<file path="src/rtl/pcpwm_pkg.sv">
package pcpwm_pkg;
  localparam int CNT_W   = 8;
  localparam int SEL_W   = 3;
  localparam int PRESC_W = 10;

  typedef logic [CNT_W-1:0] cnt_t;

  localparam cnt_t CNT_TOP = '1;
  localparam cnt_t CNT_BOT = '0;

  typedef struct packed {
    logic advance;
    logic goingUp;
    cnt_t nextCount;
  } strobe_t;

  function automatic logic selRuns(input logic [SEL_W-1:0] sel);
    return (sel >= SEL_W'(1)) && (sel <= SEL_W'(5));
  endfunction

  function automatic logic [PRESC_W-1:0] divLimit(input logic [SEL_W-1:0] sel);
    int shift;
    case (sel)
      SEL_W'(2): shift = 3;
      SEL_W'(3): shift = 6;
      SEL_W'(4): shift = 8;
      SEL_W'(5): shift = 10;
      default:   shift = 0;
    endcase
    return PRESC_W'((1 << shift) - 1);
  endfunction
endpackage

</file>
<file path="src/rtl/pcpwm_ctrl.sv">
module pcpwm_ctrl
  import pcpwm_pkg::*;
(
  input  logic             clk,
  input  logic             rst,
  input  logic [SEL_W-1:0] clkSel,
  input  logic             cntWrite,
  input  cnt_t             cntData,
  output cnt_t             count,
  output logic             countDown,
  output strobe_t          strobe
);
  logic [PRESC_W-1:0] presc;
  logic [PRESC_W-1:0] limit;
  logic running;
  logic tick;
  cnt_t nextCount;
  logic nextDown;

  assign running = selRuns(clkSel);
  assign limit   = divLimit(clkSel);
  assign tick    = running && (presc >= limit);

  always_ff @(posedge clk) begin
    if (rst || !running) presc <= '0;
    else if (tick)       presc <= '0;
    else                 presc <= presc + 1'b1;
  end

  always_comb begin
    nextCount = countDown ? count - 1'b1 : count + 1'b1;
    nextDown  = countDown;
    if (!countDown && nextCount == CNT_TOP) nextDown = 1'b1;
    if (countDown && nextCount == CNT_BOT)  nextDown = 1'b0;
  end

  always_ff @(posedge clk) begin
    if (rst) begin
      count     <= CNT_BOT;
      countDown <= 1'b0;
    end else if (cntWrite) begin
      count     <= cntData;
      countDown <= (cntData == CNT_TOP);
    end else if (tick) begin
      count     <= nextCount;
      countDown <= nextDown;
    end
  end

  assign strobe.advance   = tick && !cntWrite;
  assign strobe.goingUp   = !countDown;
  assign strobe.nextCount = nextCount;

  p_hold_no_tick_r1: assert property (@(posedge clk) disable iff (rst)
    (!tick && !cntWrite) |=> ($stable(count) && $stable(countDown)));

  p_top_down_r2: assert property (@(posedge clk) disable iff (rst)
    (count == CNT_TOP) |-> countDown);

  p_bottom_up_r2: assert property (@(posedge clk) disable iff (rst)
    (count == CNT_BOT) |-> !countDown);

  p_single_step_r2: assert property (@(posedge clk) disable iff (rst)
    strobe.advance |=> ((count == cnt_t'($past(count) + 1'b1)) ||
                        (count == cnt_t'($past(count) - 1'b1))));
endmodule

</file>
<file path="src/rtl/pcpwm_dpath.sv">
module pcpwm_dpath
  import pcpwm_pkg::*;
(
  input  logic    clk,
  input  logic    rst,
  input  strobe_t strobe,
  input  logic    cmpWrite,
  input  cnt_t    cmpData,
  input  logic    invertMode,
  input  logic    ovfClear,
  output logic    pwmOut,
  output logic    ovfFlag
);
  cnt_t cmpBuf;
  cnt_t cmpActive;
  logic level;
  logic reachTop;
  logic reachBottom;
  logic matchHit;

  assign reachTop    = strobe.advance && (strobe.nextCount == CNT_TOP);
  assign reachBottom = strobe.advance && (strobe.nextCount == CNT_BOT);
  assign matchHit    = strobe.advance && (strobe.nextCount == cmpActive);

  always_ff @(posedge clk) begin
    if (rst)           cmpBuf <= CNT_BOT;
    else if (cmpWrite) cmpBuf <= cmpData;
  end

  always_ff @(posedge clk) begin
    if (rst)           cmpActive <= CNT_BOT;
    else if (reachTop) cmpActive <= cmpBuf;
  end

  always_ff @(posedge clk) begin
    if (rst)              level <= 1'b0;
    else if (reachTop)    level <= (cmpBuf == CNT_TOP);
    else if (reachBottom) level <= (cmpActive != CNT_BOT);
    else if (matchHit)    level <= !strobe.goingUp;
  end

  always_ff @(posedge clk) begin
    if (rst)              ovfFlag <= 1'b0;
    else if (reachBottom) ovfFlag <= 1'b1;
    else if (ovfClear)    ovfFlag <= 1'b0;
  end

  assign pwmOut = level ^ invertMode;

  p_flag_sticky_r3: assert property (@(posedge clk) disable iff (rst)
    (ovfFlag && !ovfClear) |=> ovfFlag);

  p_flag_on_bottom_r3: assert property (@(posedge clk) disable iff (rst)
    reachBottom |=> ovfFlag);

  p_cmp_held_r4: assert property (@(posedge clk) disable iff (rst)
    !reachTop |=> $stable(cmpActive));

  p_flat_low_r6: assert property (@(posedge clk) disable iff (rst)
    (cmpActive == CNT_BOT) |-> !level);

  p_flat_high_r6: assert property (@(posedge clk) disable iff (rst)
    (cmpActive == CNT_TOP) |-> level);

  p_top_level_r8: assert property (@(posedge clk) disable iff (rst)
    reachTop |=> (level == (cmpActive == CNT_TOP)));
endmodule

</file>
<file path="src/rtl/pcpwm_timer.sv">
module pcpwm_timer
  import pcpwm_pkg::*;
(
  input  logic             clk,
  input  logic             rst,
  input  logic [SEL_W-1:0] clkSel,
  input  logic             invertMode,
  input  logic             cmpWrite,
  input  logic [CNT_W-1:0] cmpData,
  input  logic             cntWrite,
  input  logic [CNT_W-1:0] cntData,
  input  logic             ovfClear,
  output logic             pwmOut,
  output logic [CNT_W-1:0] count,
  output logic             countDown,
  output logic             ovfFlag
);
  strobe_t strobe;

  pcpwm_ctrl i_ctrl (
    .clk      (clk),
    .rst      (rst),
    .clkSel   (clkSel),
    .cntWrite (cntWrite),
    .cntData  (cntData),
    .count    (count),
    .countDown(countDown),
    .strobe   (strobe)
  );

  pcpwm_dpath i_dpath (
    .clk       (clk),
    .rst       (rst),
    .strobe    (strobe),
    .cmpWrite  (cmpWrite),
    .cmpData   (cmpData),
    .invertMode(invertMode),
    .ovfClear  (ovfClear),
    .pwmOut    (pwmOut),
    .ovfFlag   (ovfFlag)
  );
endmodule

</file>
<file path="config.mk">
export PLATFORM = sky130hd
export DESIGN_NAME = pcpwm_timer
export DESIGN_NICKNAME = d
export VERILOG_FILES = /design/src/rtl/pcpwm_pkg.sv /design/src/rtl/pcpwm_ctrl.sv /design/src/rtl/pcpwm_dpath.sv /design/src/rtl/pcpwm_timer.sv
export SDC_FILE = /design/constraint.sdc
export NUM_CORES = 1
export LEC_CHECK = 0
export CAP_MARGIN = 30
export CELL_PAD_IN_SITES_DETAIL_PLACEMENT = 1
export CELL_PAD_IN_SITES_GLOBAL_PLACEMENT = 1
export CORE_ASPECT_RATIO = 1.1
export CORE_UTILIZATION = 43
export CTS_CLUSTER_SIZE = 24
export DETAILED_ROUTE_END_ITERATION = 8
export DONT_BUFFER_PORTS = 1
export GPL_ROUTABILITY_DRIVEN = 0
export PLACE_DENSITY_LB_ADDON = 0.1
export REMOVE_ABC_BUFFERS = 1
export SKIP_CTS_REPAIR_TIMING = 1
export SLEW_MARGIN = 20
export SYNTH_ARGS = -nofsm -noshare
export SYNTH_HDL_FRONTEND = slang
export SYNTH_SLANG_ARGS = --single-unit
</file>
<file path="constraint.sdc">
create_clock -name clk -period 3.2 [get_ports clk]
set_input_delay 0.32 -clock clk [delete_from_list [all_inputs] [get_ports clk]]
set_output_delay 0.32 -clock clk [all_outputs]
set_load 0.03 [all_outputs]
</file>
# Yosys cells after proc, flatten, opt, wreduce, memory -nomap -nowiden
# Cells that the tools add are included.
dict set report op_classes {
  n_reduce_logical 20
  n_shift 1
  bitwise_logic 1
  eq_ne 8
  n_mux 13
  magnitude_cmp 3
  add_sub_neg 4
}
# op count
set ops {}
lappend ops {{$eq 8x8->1 const B} 3}
lappend ops {{$mux 8} 3}
lappend ops {{$pmux 4 s4} 1}
lappend ops {{$add 10x1->10 const B} 1}
lappend ops {{$ge 10x10->1} 1}
lappend ops {{$shl 1x4->10 const A} 1}
lappend ops {{$sub 10x2->10 const B} 1}
lappend ops {{$mux 1} 9}
lappend ops {{$add 8x1->8 const B} 1}
lappend ops {{$eq 8x8->1} 1}
lappend ops {{$logic_and 1x1->1} 8}
lappend ops {{$logic_not 8->1} 1}
lappend ops {{$reduce_bool 8->1} 1}
lappend ops {{$sub 8x1->8 const B} 1}
lappend ops {{$eq 3x2->1 const B} 2}
lappend ops {{$eq 3x3->1 const B} 2}
lappend ops {{$reduce_bool 3->1} 2}
lappend ops {{$reduce_bool 2->1} 2}
lappend ops {{$ge 3x1->1 const B} 1}
lappend ops {{$le 3x3->1 const B} 1}
lappend ops {{$logic_not 1->1} 3}
lappend ops {{$reduce_and 2->1} 1}
lappend ops {{$reduce_or 2->1} 1}
lappend ops {{$logic_or 1x1->1} 1}
lappend ops {{$xor 1x1->1} 1}
dict set report word_totals {
  ff_bits 37
  output_inout_bits 11
  in_bits 25
  elab_cells 57
}

# Logic depth before layout (Yosys ltp)
dict set report depth {
  ltp_word 11
  depth_mapped 16
  mapped_depth_nobuf 15
}

# Hierarchy
# From an unflattened synthesis, not the netlist that was laid out.
dict set report unflattened {
  cells_unflattened 269
  hier_area_um2 2353.5
}
# module seq_area_each_um2 area_each_um2 cells_each n_inst
set modules_own_cells {}
lappend modules_own_cells {pcpwm_ctrl 380.4 1505.2 181 1}
lappend modules_own_cells {pcpwm_dpath 360.3 848.3 88 1}

# Least setup slack after synthesis
# OpenSTA, ideal clock, no wires.
dict set report synth_path {
  kind {input to register}
  from {input port clkSel[2]}
  to {register i_ctrl.count[2]}
  cell_stages 16
  path_slack_ns 0.087
  arrival_time_ns 2.986
  n_path_buf 1
  setup_ns 0.128
  required_time_ns 3.072
  cell_sequence {nor2b_1 inv_1 nand2_1 ha_1 inv_1 and3_1 a21oi_1 ha_1 nand3_1 o221a_2 o31ai_1 a21oi_1 clkbuf_1 mux2_1 mux2i_1 nor2_1}
}
dict set report synth_between {
  elab_chain_len 7
  word_cells_on_any_way 13
  classes_between {add/sub: 1; order compare: 3; eq/ne: 4; shift: 1; mux: 1; reduce/logical: 3}
}
# item line
set synth_rtl {}
lappend synth_rtl {{start, declared} pcpwm_timer.sv:6} ;# input logic [SEL_W-1:0] clkSel,
lappend synth_rtl {{$eq 3x3->1 / $eq 3x2->1 (equally long branches)} pcpwm_pkg.sv:23} ;# case (sel)
lappend synth_rtl {{$pmux 4 s4} pcpwm_pkg.sv:23}
lappend synth_rtl {{$shl 1x4->10} pcpwm_pkg.sv:30} ;# return PRESC_W'((1 << shift) - 1);
lappend synth_rtl {{$sub 10x2->10} pcpwm_pkg.sv:30}
lappend synth_rtl {{$ge 10x10->1} pcpwm_ctrl.sv:22} ;# assign tick = running && (presc >= limit);
lappend synth_rtl {{$logic_and 1x1->1 (*)} pcpwm_ctrl.sv:22}
lappend synth_rtl {{$reduce_bool 2->1 (no source line) (*)} --}
lappend synth_rtl {{end signal, assigned} pcpwm_ctrl.sv:42} ;# count <= cntData;
lappend synth_rtl {{end signal, assigned} pcpwm_ctrl.sv:45} ;# count <= nextCount;
lappend synth_rtl {{end, declared} pcpwm_ctrl.sv:9} ;# output cnt_t count,
# Mark *: on every way between the ends. The rest lies on a longest branch, timed or not.
# A chain may end at the register's enable or synchronous reset.

# Final worst setup path
dict set report layout_path {
  from {register i_ctrl.countDown}
  to {register i_dpath.level}
}
dict set report layout_between {
  elab_chain_len 5
  word_cells_on_any_way 11
  classes_between {eq/ne: 2; mux: 4; reduce/logical: 5}
}
# item line
set layout_rtl {}
lappend layout_rtl {{start, declared} pcpwm_ctrl.sv:10} ;# output logic countDown,
lappend layout_rtl {{start signal, assigned} pcpwm_ctrl.sv:43} ;# countDown <= (cntData == CNT_TOP);
lappend layout_rtl {{start signal, assigned} pcpwm_ctrl.sv:46} ;# countDown <= nextDown;
lappend layout_rtl {{$mux 8} pcpwm_ctrl.sv:31} ;# nextCount = countDown ? count - 1'b1 : count + 1'b1;
lappend layout_rtl {{$logic_not 8->1} pcpwm_dpath.sv:22} ;# assign reachBottom = strobe.advance && (strobe.nextCount == CNT_BOT);
lappend layout_rtl {{$logic_and 1x1->1} pcpwm_dpath.sv:22}
lappend layout_rtl {{$mux 1} pcpwm_dpath.sv:38} ;# else if (reachBottom) level <= (cmpActive != CNT_BOT);
lappend layout_rtl {{$mux 1} pcpwm_dpath.sv:37} ;# else if (reachTop) level <= (cmpBuf == CNT_TOP);
lappend layout_rtl {{end signal, assigned} pcpwm_dpath.sv:37}
lappend layout_rtl {{end signal, assigned} pcpwm_dpath.sv:38}
lappend layout_rtl {{end signal, assigned} pcpwm_dpath.sv:39} ;# else if (matchHit) level <= !strobe.goingUp;
lappend layout_rtl {{end, declared} pcpwm_dpath.sv:16} ;# logic level;
# Several ways; a longest one is shown, not always the timed one. The select of a mux whose other input is x is not followed.

==> metrics.csv <==
stage;metric;value;unit
clock_tree;cts_num_sinks;37;
global_route;overflow;0;
setup_path;crit_start;i_ctrl.countDown;
setup_path;end_kind;flip-flop;
setup_path;critPathSlowestCell;or4_4;
logic_synthesis;synthCells;272;
clock_tree;cts-buffers-inserted;5;
clock_tree;htreeDepth;2;
power_and_ir_drop;ir_drop;0.231;mV
setup_path;cp_num_buf_inv;1;
floorplanning;ioPinCount;36;
run;maxCapViolCount;0;
setup_path;reg2reg_slack;0.15;ns
routing;drc_errors;0;
sta;worst_slew_pin_slew;0.611;ns
sta;period_minus_slack;3.05;ns
global_route;grt_antenna_before_repair;0;
logic_synthesis;synth_compound_area_frac;0.133;
cells_and_area;final_area;0.00268;sq mm
setup_path;crit_cells;8;
logic_synthesis;synth_seq_cells;37;
placement;placed_area;0.00257;sq mm
floorplanning;num_rows;28;
sta;finalHoldViolations;0;
sta;rsz0062_at_grt;no;
global_route;grt_pass1_wl;9.56;mm
clock_tree;clkLatencyLatePin;0.29;ns
logic_synthesis;yosys.area_share.simple;0.209;
clock_tree;cts_root_buf;clkbuf_8;
routing;dr.pass1.iters;4;
logic_synthesis;async_flop_share;0;
floorplanning;fp.coreArea;0.00543;sq mm
routing;avgRoutedWirePerCell;16.7;microns
clock_tree;path_clk_slew;0.08;ns
logic_synthesis;synth_top_family_by_area;simple AND/OR/NAND/NOR gates;
setup_path;start_kind;flip-flop;
sta;setup-violations-final;0;
logic_synthesis;synthFlopType;dfxtp_1;
power_and_ir_drop;p_leak;1.15;nW
setup_path;crit_family;simple AND/OR/NAND/NOR gates;
setup_path;cp.required;3.38;ns
cells_and_area;antenna_cells;0;
setup_path;cp.arrival;3.24;ns
routing;vias;2020;
global_route;grt_use_total;0.214;
cells_and_area;area_growth;9.96;%
routing;ant_nets;0;
placement;post-place-ws;0.204;ns
global_route;grt_pass1_vias;1977;
sta;max_freq;327;MHz
setup_path;reg2reg_depth;8;
logic_synthesis;seq_area_frac_synth;0.304;
outcome;status;finished, final reports clean;
logic_synthesis;syn-cell-area;0.00244;sq mm
floorplanning;die_area;0.00597;sq mm
setup_path;r2r_start;i_ctrl.countDown;
floorplanning;initial_core_util;0.449;
routing;viasPerCell;5.66;
logic_synthesis;synth_cell_types;50;
setup_path;regToRegEndpoint;i_dpath.level;
placement;io_buffers;0;
setup_path;worstSetupPathType;flip-flop to flip-flop;
sta;finalClockSkew;0.00564;ns
setup_path;max_stage_delay;0.59;ns
clock_tree;cts_tree;built;
routing;drt_wl_total;5.96;mm
cells_and_area;drive_gt1_frac;0.0957;
sta;tns;0;ns
logic_synthesis;syn_area_per_cell;8.96;sq um
logic_synthesis;synth.area.mux_share;0.122;
clock_tree;cts_buffer_depth;2;
logic_synthesis;ys_warn_count;0;
setup_path;endpoint;i_dpath.level;
floorplanning;dieWidth;73.8;microns
worst_hold_path;hold_path.class;input port to flip-flop;
cells_and_area;fin_nets;327;
logic_synthesis;yosys.area_share.adder;0.111;
sta;setup_ws;0.146;ns
sta;slew_violations;0;
routing;drt_iter0_drc;64;
logic_synthesis;synth-xor-area-share;0.0904;
sta;hold_ws;0.0865;ns
logic_synthesis;synth_edf_count;0;
power_and_ir_drop;power.density;388;mW/mm^2
floorplanning;die_h;80.9;microns
sta;post-route-period-util;0.954;
global_route;grt_max_degree;29;
setup_path;cp_max_fo;7;
sta;slew_headroom;0.592;
placement;dp_hpwl;4.66;mm
setup_path;crit_chain;buf_4 > ha_1 > and3b_1 > a211oi_1 > nand3_1 > or4_4 > o211ai_1 > a21boi_2;
flip-flops by register name, summed over array words and instances (netlist names):
register / count
i_dpath.level: 1
i_dpath.cmpActive: 8
i_ctrl.countDown: 1
i_ctrl.presc: 10
i_ctrl.count: 8
i_dpath.cmpBuf: 8
i_dpath.ovfFlag: 1
cell type report:
type / instances / area, sq um
clock buffers: 5 / 68.8
clock inverters: 3 / 22.5
repair buffers: 10 / 75.1
flip-flops and latches: 37 / 741
fillers: 646 / 2750
well taps: 75 / 93.8
multi-input cells: 216 / 1640
inverters: 11 / 41.3
layer usage:
metal / GRT usage / routed length (microns) / vias up
li1: - / - / 1000
met1: 0.267 / 2690 / 974
met2: 0.370 / 2980 / 40
met3: 0.0484 / 223 / 6
met4: 0.0519 / 64 / 0
met5: 0 / 0 / -
Yosys cell counts (3+ instances only):
cell type  instances  area [sq um]
xor2_1             8          70.1
dfxtp_1           37           741
o21ai_0            3          15.0
nor2b_1            5          31.3
nand4_1            7          43.8
clkbuf_1           7          26.3
nor2_1            45           169
ha_1              20           250
mux2i_1           23           230
nand3_1            9          45.0
a21o_1             4          30.0
inv_1             10          37.5
a21oi_1           10          50.1
nand2_1            8          30.0
mux2_1             6          67.6
and3_1             3          18.8
o211ai_1           4          30.0
xnor2_1           12           105
a211oi_1           7          52.6
nor3_1             4          20.0
nand2b_1           3          18.8
where the power goes:
group	internal, mW	switching (mW)
Clock	0.155	0.185
Combinational	0.0874	0.115
Sequential	0.476	0.0208
Total	0.718	0.321
worst min-delay path by stage:
stage,start,endpoint,slack (ns),cells after the start
2_1_floorplan,rst,i_dpath.ovfFlag,0.39,1
3_3_place_gp,rst,i_ctrl.count[7],0.40,1
3_5_place_dp,rst,i_ctrl.count[7],0.40,1
4_1_cts,rst,i_ctrl.count[7],0.08,1
5_1_grt,rst,i_dpath.cmpBuf[0],0.07,1
6_report,rst,i_ctrl.count[7],0.09,1
through the flow:
step / utilization / instances / power (mW)
global route: 0.493 / 357 / 1.09
CTS: 0.491 / 357 / 1.05
finish: 0.493 / 357 / 1.04
global placement: 0.474 / 349 / 0.702
floorplan: - / 264 / 0.654
detailed placement: 0.474 / 349 / 0.709
kinds of logic (layout without fill, tap and decap cells):
group	Yosys count	after routing
muxes	29	29
adders and majority gates	21	21
other	1	1
xor gates and xnor gates	22	22
and+or+nand+nor	99	99
AOI/OAI and AO/OA	44	44
DFF	37	37
buffers and inverters	19	29
layout by cell type, fill, tap and decap left out, types with 2 or more instances in the layout:
| master | instances |
|---|---|
| a211o_1 | 2 |
| a211oi_1 | 6 |
| a21o_1 | 4 |
| a21oi_1 | 10 |
| a31oi_1 | 2 |
| and3_1 | 3 |
| buf_4 | 10 |
| clkbuf_8 | 5 |
| clkinv_4 | 2 |
| dfxtp_1 | 37 |
| ha_1 | 20 |
| inv_1 | 10 |
| mux2_1 | 6 |
| mux2i_1 | 23 |
| nand2_1 | 8 |
| nand2b_1 | 3 |
| nand3_1 | 9 |
| nand4_1 | 7 |
| nand4b_1 | 2 |
| nor2_1 | 45 |
| nor2b_1 | 5 |
| nor3_1 | 4 |
| nor4_1 | 2 |
| nor4b_1 | 2 |
| o211ai_1 | 4 |
| o21ai_0 | 3 |
| o21ai_1 | 2 |
| or4_4 | 2 |
| xnor2_1 | 12 |
| xnor3_1 | 2 |
| xor2_1 | 7 |
Power figures use the tool's default switching activity.
